--- src/rtl/tk_pkg.sv ---
package tk_pkg;

    localparam int DW     = 8;
    localparam int B_VDET = 6;
    localparam int B_XSTP = 4;

    // control register A, MSB first
    typedef struct packed {
        logic       walarm_en;
        logic       dalarm_en;
        logic       hr24;
        logic       clkoff_a;
        logic       test;
        logic [2:0] tick_sel;
    } cfg_a_t;

    // control register B, MSB first
    typedef struct packed {
        logic thr_low;
        logic lowv_seen;
        logic spare;
        logic halt_seen;
        logic clkoff_b;
        logic tick_flag;
        logic walarm_flag;
        logic dalarm_flag;
    } cfg_b_t;

endpackage

--- src/rtl/tk_w0c_flag.sv ---
module tk_w0c_flag #(
    parameter logic RST_VAL = 1'b0
) (
    input  logic clk,
    input  logic rst_n,
    input  logic set_i,
    input  logic clr_i,
    output logic flag_o
);

    logic flag_d, flag_q;

    // set has priority over a clearing write
    always_comb begin
        flag_d = flag_q;
        if (clr_i) flag_d = 1'b0;
        if (set_i) flag_d = 1'b1;
    end

    always_ff @(posedge clk) begin
        if (!rst_n) flag_q <= RST_VAL;
        else        flag_q <= flag_d;
    end

    assign flag_o = flag_q;

endmodule

--- src/rtl/tk_clk32_gate.sv ---
module tk_clk32_gate (
    input  logic off_a,
    input  logic off_b,
    input  logic clk_in,
    output logic clk_out
);

    logic both_off;

    always_comb begin
        both_off = off_a & off_b;
        clk_out  = clk_in | both_off;
    end

endmodule

--- src/rtl/tk_irq_enable.sv ---
module tk_irq_enable
    import tk_pkg::*;
(
    input  cfg_a_t cfg_a,
    output logic   irq_a_en,
    output logic   irq_b_en
);

    always_comb begin
        irq_a_en = cfg_a.dalarm_en | (|cfg_a.tick_sel);
        irq_b_en = cfg_a.walarm_en;
    end

endmodule

--- src/rtl/tk_ctl_status.sv ---
module tk_ctl_status
    import tk_pkg::*;
#(
    parameter int ADDR_W    = 4,
    parameter int TRIM_W    = 7,
    parameter int TRIM_ADDR = 7,
    parameter int CFGA_ADDR = 14,
    parameter int CFGB_ADDR = 15
) (
    input  logic              clk,
    input  logic              rst_n,
    input  logic              wr_en,
    input  logic [ADDR_W-1:0] wr_addr,
    input  logic [DW-1:0]     wr_data,
    input  logic              halt_evt,
    input  logic              lowv_evt,
    input  logic              chip_en,
    input  logic              clk32_in,
    output logic [DW-1:0]     trim_rd,
    output logic [DW-1:0]     cfga_rd,
    output logic [DW-1:0]     cfgb_rd,
    output logic              clk32_out,
    output logic              lowv_mon_en,
    output logic              lowv_thr_low,
    output logic              irq_a_en,
    output logic              irq_b_en
);

    localparam int                PAD_W  = DW - TRIM_W;
    localparam logic [ADDR_W-1:0] A_TRIM = ADDR_W'(TRIM_ADDR);
    localparam logic [ADDR_W-1:0] A_CFGA = ADDR_W'(CFGA_ADDR);
    localparam logic [ADDR_W-1:0] A_CFGB = ADDR_W'(CFGB_ADDR);

    typedef struct packed {
        logic [TRIM_W-1:0] trim;
        cfg_a_t            a;
        cfg_b_t            b;
    } regs_t;

    regs_t regs_d, regs_q;

    logic wr_trim, wr_cfga, wr_cfgb;
    logic halt_hit;
    logic vdet, xstp;
    cfg_b_t rd_b;

    always_comb begin
        wr_trim  = wr_en && (wr_addr == A_TRIM) && !wr_data[DW-1];
        wr_cfga  = wr_en && (wr_addr == A_CFGA);
        wr_cfgb  = wr_en && (wr_addr == A_CFGB);
        halt_hit = halt_evt && !chip_en;
    end

    // plain storage next state; sticky flags live in their own cells
    always_comb begin
        regs_d = regs_q;
        if (wr_trim) regs_d.trim = wr_data[TRIM_W-1:0];
        if (wr_cfga) regs_d.a    = cfg_a_t'(wr_data);
        if (wr_cfgb) regs_d.b    = cfg_b_t'(wr_data);
        regs_d.b.lowv_seen = 1'b0;
        regs_d.b.halt_seen = 1'b0;
        if (halt_hit) regs_d = '0;
    end

    always_ff @(posedge clk) begin
        if (!rst_n) regs_q <= '0;
        else        regs_q <= regs_d;
    end

    tk_w0c_flag #(.RST_VAL(1'b1)) u_xstp (
        .clk    (clk),
        .rst_n  (rst_n),
        .set_i  (halt_hit),
        .clr_i  (wr_cfgb && !wr_data[B_XSTP]),
        .flag_o (xstp)
    );

    tk_w0c_flag #(.RST_VAL(1'b0)) u_vdet (
        .clk    (clk),
        .rst_n  (rst_n),
        .set_i  (lowv_evt && !vdet && !halt_hit),
        .clr_i  ((wr_cfgb && !wr_data[B_VDET]) || halt_hit),
        .flag_o (vdet)
    );

    always_comb begin
        rd_b           = regs_q.b;
        rd_b.lowv_seen = vdet;
        rd_b.halt_seen = xstp;
    end

    assign trim_rd      = {{PAD_W{1'b0}}, regs_q.trim};
    assign cfga_rd      = regs_q.a;
    assign cfgb_rd      = rd_b;
    assign lowv_mon_en  = ~vdet;
    assign lowv_thr_low = regs_q.b.thr_low;

    tk_clk32_gate u_gate (
        .off_a   (regs_q.a.clkoff_a),
        .off_b   (regs_q.b.clkoff_b),
        .clk_in  (clk32_in),
        .clk_out (clk32_out)
    );

    tk_irq_enable u_irq (
        .cfg_a    (regs_q.a),
        .irq_a_en (irq_a_en),
        .irq_b_en (irq_b_en)
    );

endmodule

--- config.mk ---
export PLATFORM = sky130hd
export DESIGN_NAME = tk_ctl_status
export DESIGN_NICKNAME = d
export VERILOG_FILES = /design/src/rtl/tk_pkg.sv /design/src/rtl/tk_w0c_flag.sv /design/src/rtl/tk_clk32_gate.sv /design/src/rtl/tk_irq_enable.sv /design/src/rtl/tk_ctl_status.sv
export SDC_FILE = /design/constraint.sdc
export NUM_CORES = 1
export LEC_CHECK = 0
export ABC_CLOCK_PERIOD_IN_PS = 1170
export CELL_PAD_IN_SITES_DETAIL_PLACEMENT = 0
export CELL_PAD_IN_SITES_GLOBAL_PLACEMENT = 2
export CORE_ASPECT_RATIO = 1.75
export CORE_UTILIZATION = 21
export CTS_BUF_LIST = sky130_fd_sc_hd__clkbuf_8
export DETAILED_ROUTE_END_ITERATION = 10
export HOLD_SLACK_MARGIN = 0.15
export PLACE_DENSITY_LB_ADDON = 0.1
export SYNTH_ARGS = -nofsm -noshare
export SYNTH_HDL_FRONTEND = slang
export SYNTH_HIERARCHICAL = 1
export SYNTH_SLANG_ARGS = --single-unit
--- constraint.sdc ---
create_clock -name clk -period 1.17 [get_ports clk]
set_input_delay 0.117 -clock clk [delete_from_list [all_inputs] [get_ports clk]]
set_output_delay 0.117 -clock clk [all_outputs]
set_load 0.005 [all_outputs]
Word level (Yosys, flattened, before mapping)
Index checks and enable logic that the tools add are counted.
- register bits: 23
- output and inout bits: 29
- word-level logic and storage cells: 44
- equal/unequal tests: 3
- muxes and demuxes: 2
- bitwise logic cells: 5
- reduce and logical (&&, ||, !) cells: 19
- operators by type and width (cell ; number):
    logical AND 1 bit ; 9
    == test 4 bit, second input constant ; 2
    zero test 1 bit ; 6
    == test 4 x 3 -> 1 bit, second input constant ; 1
    OR reduction 3 bit ; 1
    2-to-1 mux 1 bit ; 2
    inverter 1 bit ; 2
    OR 1 bit ; 2
    nonzero test 2 bit ; 1
    OR reduction 2 bit ; 1
    bitwise AND 1 bit ; 1
    logical OR 1 bit ; 1

Longest topological paths before layout
- word-level depth: 6
- mapped depth: 7

Cells and area by module
The synthesis kept the hierarchy.
- modules (own cells, without submodules) (module ; instances ; cells each ; area each (um^2) ; seq. area each (um^2)):
    tk_ctl_status ; 1 ; 99 ; 942.2 ; 420.4
    tk_w0c_flag at u_vdet ; 1 ; 3 ; 41.3 ; 20.0
    tk_w0c_flag at u_xstp ; 1 ; 3 ; 33.8 ; 20.0
    tk_irq_enable ; 1 ; 2 ; 15.0 ; 0.0
    tk_clk32_gate ; 1 ; 1 ; 7.5 ; 0.0

Worst setup path after synthesis
Ideal clock, no wire load.
- path kind: input port to flip-flop
- from: input port wr_addr[0]
- to: register u_vdet.flag_q (netlist: u_vdet/flag_o)
- arrival time: 1043 ps
- setup slack: 13 ps
- cell stages on the path: 7
- path buffers: 2
- path through: buf_6 > inv_2 > or2_0 > buf_2 > o21ai_1 > nor2b_4 > o21a_1
- cells in the longest elaborated chain, start to end: 5
- ends and longest elaborated chain (what ; RTL line ; RTL):
    from (decl) ; tk_ctl_status.sv:13 ; input logic [ADDR_W-1:0] wr_addr,
    == test 4 bit ; tk_ctl_status.sv:50 ; wr_cfgb = wr_en && (wr_addr == A_CFGB);
    logical AND 1 bit ; tk_ctl_status.sv:50 ;
    logical AND 1 bit ; tk_ctl_status.sv:82 ; .clr_i ((wr_cfgb && !wr_data[B_VDET]) || halt_hit),
    logical OR 1 bit ; tk_ctl_status.sv:82 ;
    nonzero test 2 bit (no source line) ; - ;
    to (signal assigned) ; tk_w0c_flag.sv:22 ; else flag_q <= flag_d;
    to (decl) ; tk_w0c_flag.sv:11 ; logic flag_d, flag_q;
Every way passes these cells.
A chain may end at the register's enable or synchronous reset.

Final worst setup path
- from: register regs_q[14] (netlist: cfga_rd[6])
- to: output port irq_a_en
- cells in the longest elaborated chain, start to end: 1
- ends and longest elaborated chain (what ; RTL line ; RTL):
    from (decl) ; tk_ctl_status.sv:40 ; regs_t regs_d, regs_q;
    from (signal assigned) ; tk_ctl_status.sv:67 ; else regs_q <= regs_d;
    OR 1 bit ; tk_irq_enable.sv:10 ; irq_a_en = cfg_a.dalarm_en | (|cfg_a.tick_sel);
    to (decl) ; tk_ctl_status.sv:25 ; output logic irq_a_en,
Every way passes these cells.

==> results by group <==
Run status
  • Run status: finished, violations left
  • Violated checks: setup timing

Cells and area
  • Net count of the finished layout: 189
  • Layout cells sized above 1: 33.14%
  • Post-route insts no fill: 221
  • N_diodes: 0
  • # fillers: 516
  • Area Growth Syn to Fin: 67.87%

Clock network
  • Reg clk slew, reported paths: 0.09 ns
  • Clock tree from TritonCTS: built
  • Clock H-tree levels: 1
  • Clock Tree Buf Depth: 2
  • CTS sink cnt: 23
  • Hold-fix buffer count after cts: 0
  • Root buf cell: sky130_fd_sc_hd__clkbuf_8
  • Inserted Clock Buffers: 3
  • Clock latency on the worst-skew pair: 0.26 ns

Placement
  • Worst slack at placement: -0.4214 ns
  • HPWL Detailed: 2455 µm
  • Placed insts: 214
  • Input/output buffers: 46
  • GP Congestion: 0.6793

Detailed routing
  • Antenna-violating nets left: 0
  • Via-per-instance ratio: 4.833
  • Number of detailed-routing iterations run before antenna repair: 4
  • Routed wirelength normalized by instance count: 15.00 µm
  • Vias after detailed routing: 1068
  • Wirelength, routed: 3316 µm
  • DRC marker count from the first detailed-route iteration: 16
  • DRC violations left: 0

Timing
  • Clock skew: 0 ns
  • Post-Route Setup TNS: -0.4659 ns
  • Worst setup margin: -0.1795 ns
  • Slew Viols, Final: 0
  • Max Clk Rate: 741.0 MHz
  • Final cycle utilization of the critical path: 115.3%
  • Final worst hold slack: 0.3452 ns
  • Final Critical Period: 1.349 ns
  • Number of endpoints with negative hold slack in the final report: 0
  • Setup-failing EPs final: 3
  • RSZ-0062 raised after global routing: yes

Logic synthesis
  • Largest cells by area after synthesis: sky130_fd_sc_hd__dfxtp_1 (44%), sky130_fd_sc_hd__o2111ai_1 (12%), sky130_fd_sc_hd__nand3_1 (7.2%)
  • Dominant cell type by area after synthesis: sky130_fd_sc_hd__dfxtp_1
  • Synthesized area per cell: 9.627 µm²
  • Number of flip-flops and latches in the synthesized netlist: 23
  • Post-Syn Instances: 108
  • Area share of the largest cell type after synthesis: 44.28%
  • Number of nets produced by synthesis: 127
  • Warning count from the yosys run: 6
  • Area of the mapped netlist: 0.001040 mm²
  • Count of different cell masters after synthesis: 27
  • Sequential cell area fraction in the yosys report: 44.28%

Global route
  • Overall Global Routing Usage: 14.19%
  • Global-route wire length before repair: 5368 µm
  • Maximum number of pins on one net before global-route repair: 28
  • Number of antenna violations at the first check in global routing: 0
  • Grt ovf: 0
  • Via count of the first global-routing pass: 1111

Setup path
  • Crit path arrival time: 1.23 ns
  • Max FO, Critical Path: 2
  • Path type of the worst setup path: flop to output port
  • Worst EP required: 1.05 ns
  • Setup crit end kind: output port
  • Type of element launching the critical path: flop

Floorplanning
  • Starting utilization of the core area: 22.09%
  • Width of the die: 55.19 µm
  • Cell row count: 33
  • Die height: 95.09 µm
  • Io pins: 48
  • Die Footprint: 0.005248 mm²
  • Area of the core: 0.004707 mm²

Hold path
  • Hold Path Class: input port to flop

Power
  • Leak: 0.7909 nW
  • Final total power: 1.543 mW
  • Maximum ir drop on the vdd rail: 597.5 µV
  • Cell area power density: 884.1 mW/mm²

Flow run
  • Number of maximum-capacitance constraint violations: 0
-- worst max-delay path, stage by stage (launching register included) --
cell and delay, ns:
sky130_fd_sc_hd__dfxtp_1 0.31, sky130_fd_sc_hd__or4_1 0.51, sky130_fd_sc_hd__buf_2 0.14
-- layout by cell type (no fill, tap or decap), types with 2 or more instances in the layout --
cell,Yosys,routed
sky130_fd_sc_hd__nand3_2,0,2
sky130_fd_sc_hd__buf_12,0,3
sky130_fd_sc_hd__o21ai_1,11,11
sky130_fd_sc_hd__dfxtp_2,0,17
sky130_fd_sc_hd__nand2b_1,3,3
sky130_fd_sc_hd__inv_1,2,2
sky130_fd_sc_hd__clkdlybuf4s50_1,0,14
sky130_fd_sc_hd__dfxtp_1,23,6
sky130_fd_sc_hd__mux2i_1,7,7
sky130_fd_sc_hd__o2111ai_1,14,14
sky130_fd_sc_hd__clkbuf_8,0,3
sky130_fd_sc_hd__nand3_1,15,13
sky130_fd_sc_hd__buf_4,5,22
sky130_fd_sc_hd__o21ai_0,4,4
sky130_fd_sc_hd__dlygate4sd2_1,0,30
-- metrics by stage --
| step | cell area [µm²] | utilization [%] |
|---|---|---|
| after floorplan | 1040 | - |
| after global placement | 1685 | 35.81 |
| after detailed placement | 1685 | 35.81 |
| after CTS | 1734 | 36.84 |
| after global routing | 1745 | 37.08 |
| final | 1745 | 37.08 |
-- final timing paths --
| check | from | endpoint | slack, ns | depth (start not counted) |
|---|---|---|---|---|
| min | wr_data[7] | lowv_thr_low | 0.35 | 3 |
| min reg2reg | trim_rd[1] | trim_rd[1] | 0.47 | 2 |
| max | cfga_rd[6] | irq_a_en | -0.18 | 2 |
| max reg2reg | u_vdet/flag_o | u_vdet/flag_o | 0.30 | 4 |
-- Yosys cell counts (all sizes together) --
master,instances
inv,3
o21ai,15
mux2i,7
nor4,1
nand3,15
nand4,1
and3,1
nand2,2
buf,9
clkbuf,5
nor2,1
or4,2
o2111ai,14
o21a,1
nand2b,3
nand3b,1
or2,1
dfxtp,23
a21o,1
conb,1
nor2b,1
-- kinds of logic after synthesis --
| family | synth area share [%] |
|---|---|
| DFF | 44.28 |
| other | 0.3607 |
| buffers and inverters | 9.025 |
| AOI/OAI and AO/OA | 20.46 |
| and+or+nand+nor | 19.13 |
| muxes | 6.739 |
-- final cells by class --
type	instances	area [µm²]	share of cell area (%)
well taps	52	65.06	3.728
repair buffers	71	643.1	36.85
inverters	3	11.26	0.6452
clock buffers	3	41.29	2.366
multi-input cells	68	498.0	28.53
clock inverters	1	5.005	0.2867
flip-flops and latches	23	481.7	27.60
-- state kept, by name, summed over array words and instances (netlist names) --
| name | cells |
|---|---|
| u_vdet/flag_o | 1 |
| trim_rd | 7 |
| cfgb_rd | 5 |
| lowv_thr_low | 1 |
| u_xstp/flag_o | 1 |
| cfga_rd | 8 |
-- power breakdown --
part	switching (mW)	leakage, nW	internal (mW)
clock	0.262	0.0255	0.238
sequential	0.00392	0.193	0.791
combinational	0.115	0.572	0.134
-- per-layer routing --
metal  up-vias  track usage (%)  share of wire, %
li1        528                -                 -
met1       510            17.35                41
met2        28            24.30                53
met3         2            1.914               4.4
met4         0            5.000               1.0
met5         -                0                 0
-- timing repair --
action | 4_1_cts | 5_1_grt
setup buffers | 3 | 0
hold endpoints to repair | 0 | 0
pin swaps | 1 | 0
endpoints found under the setup margin | 41 | 6
gates resized for setup | 53 | 3
Note: power is estimated with default switching activity, not from simulation.
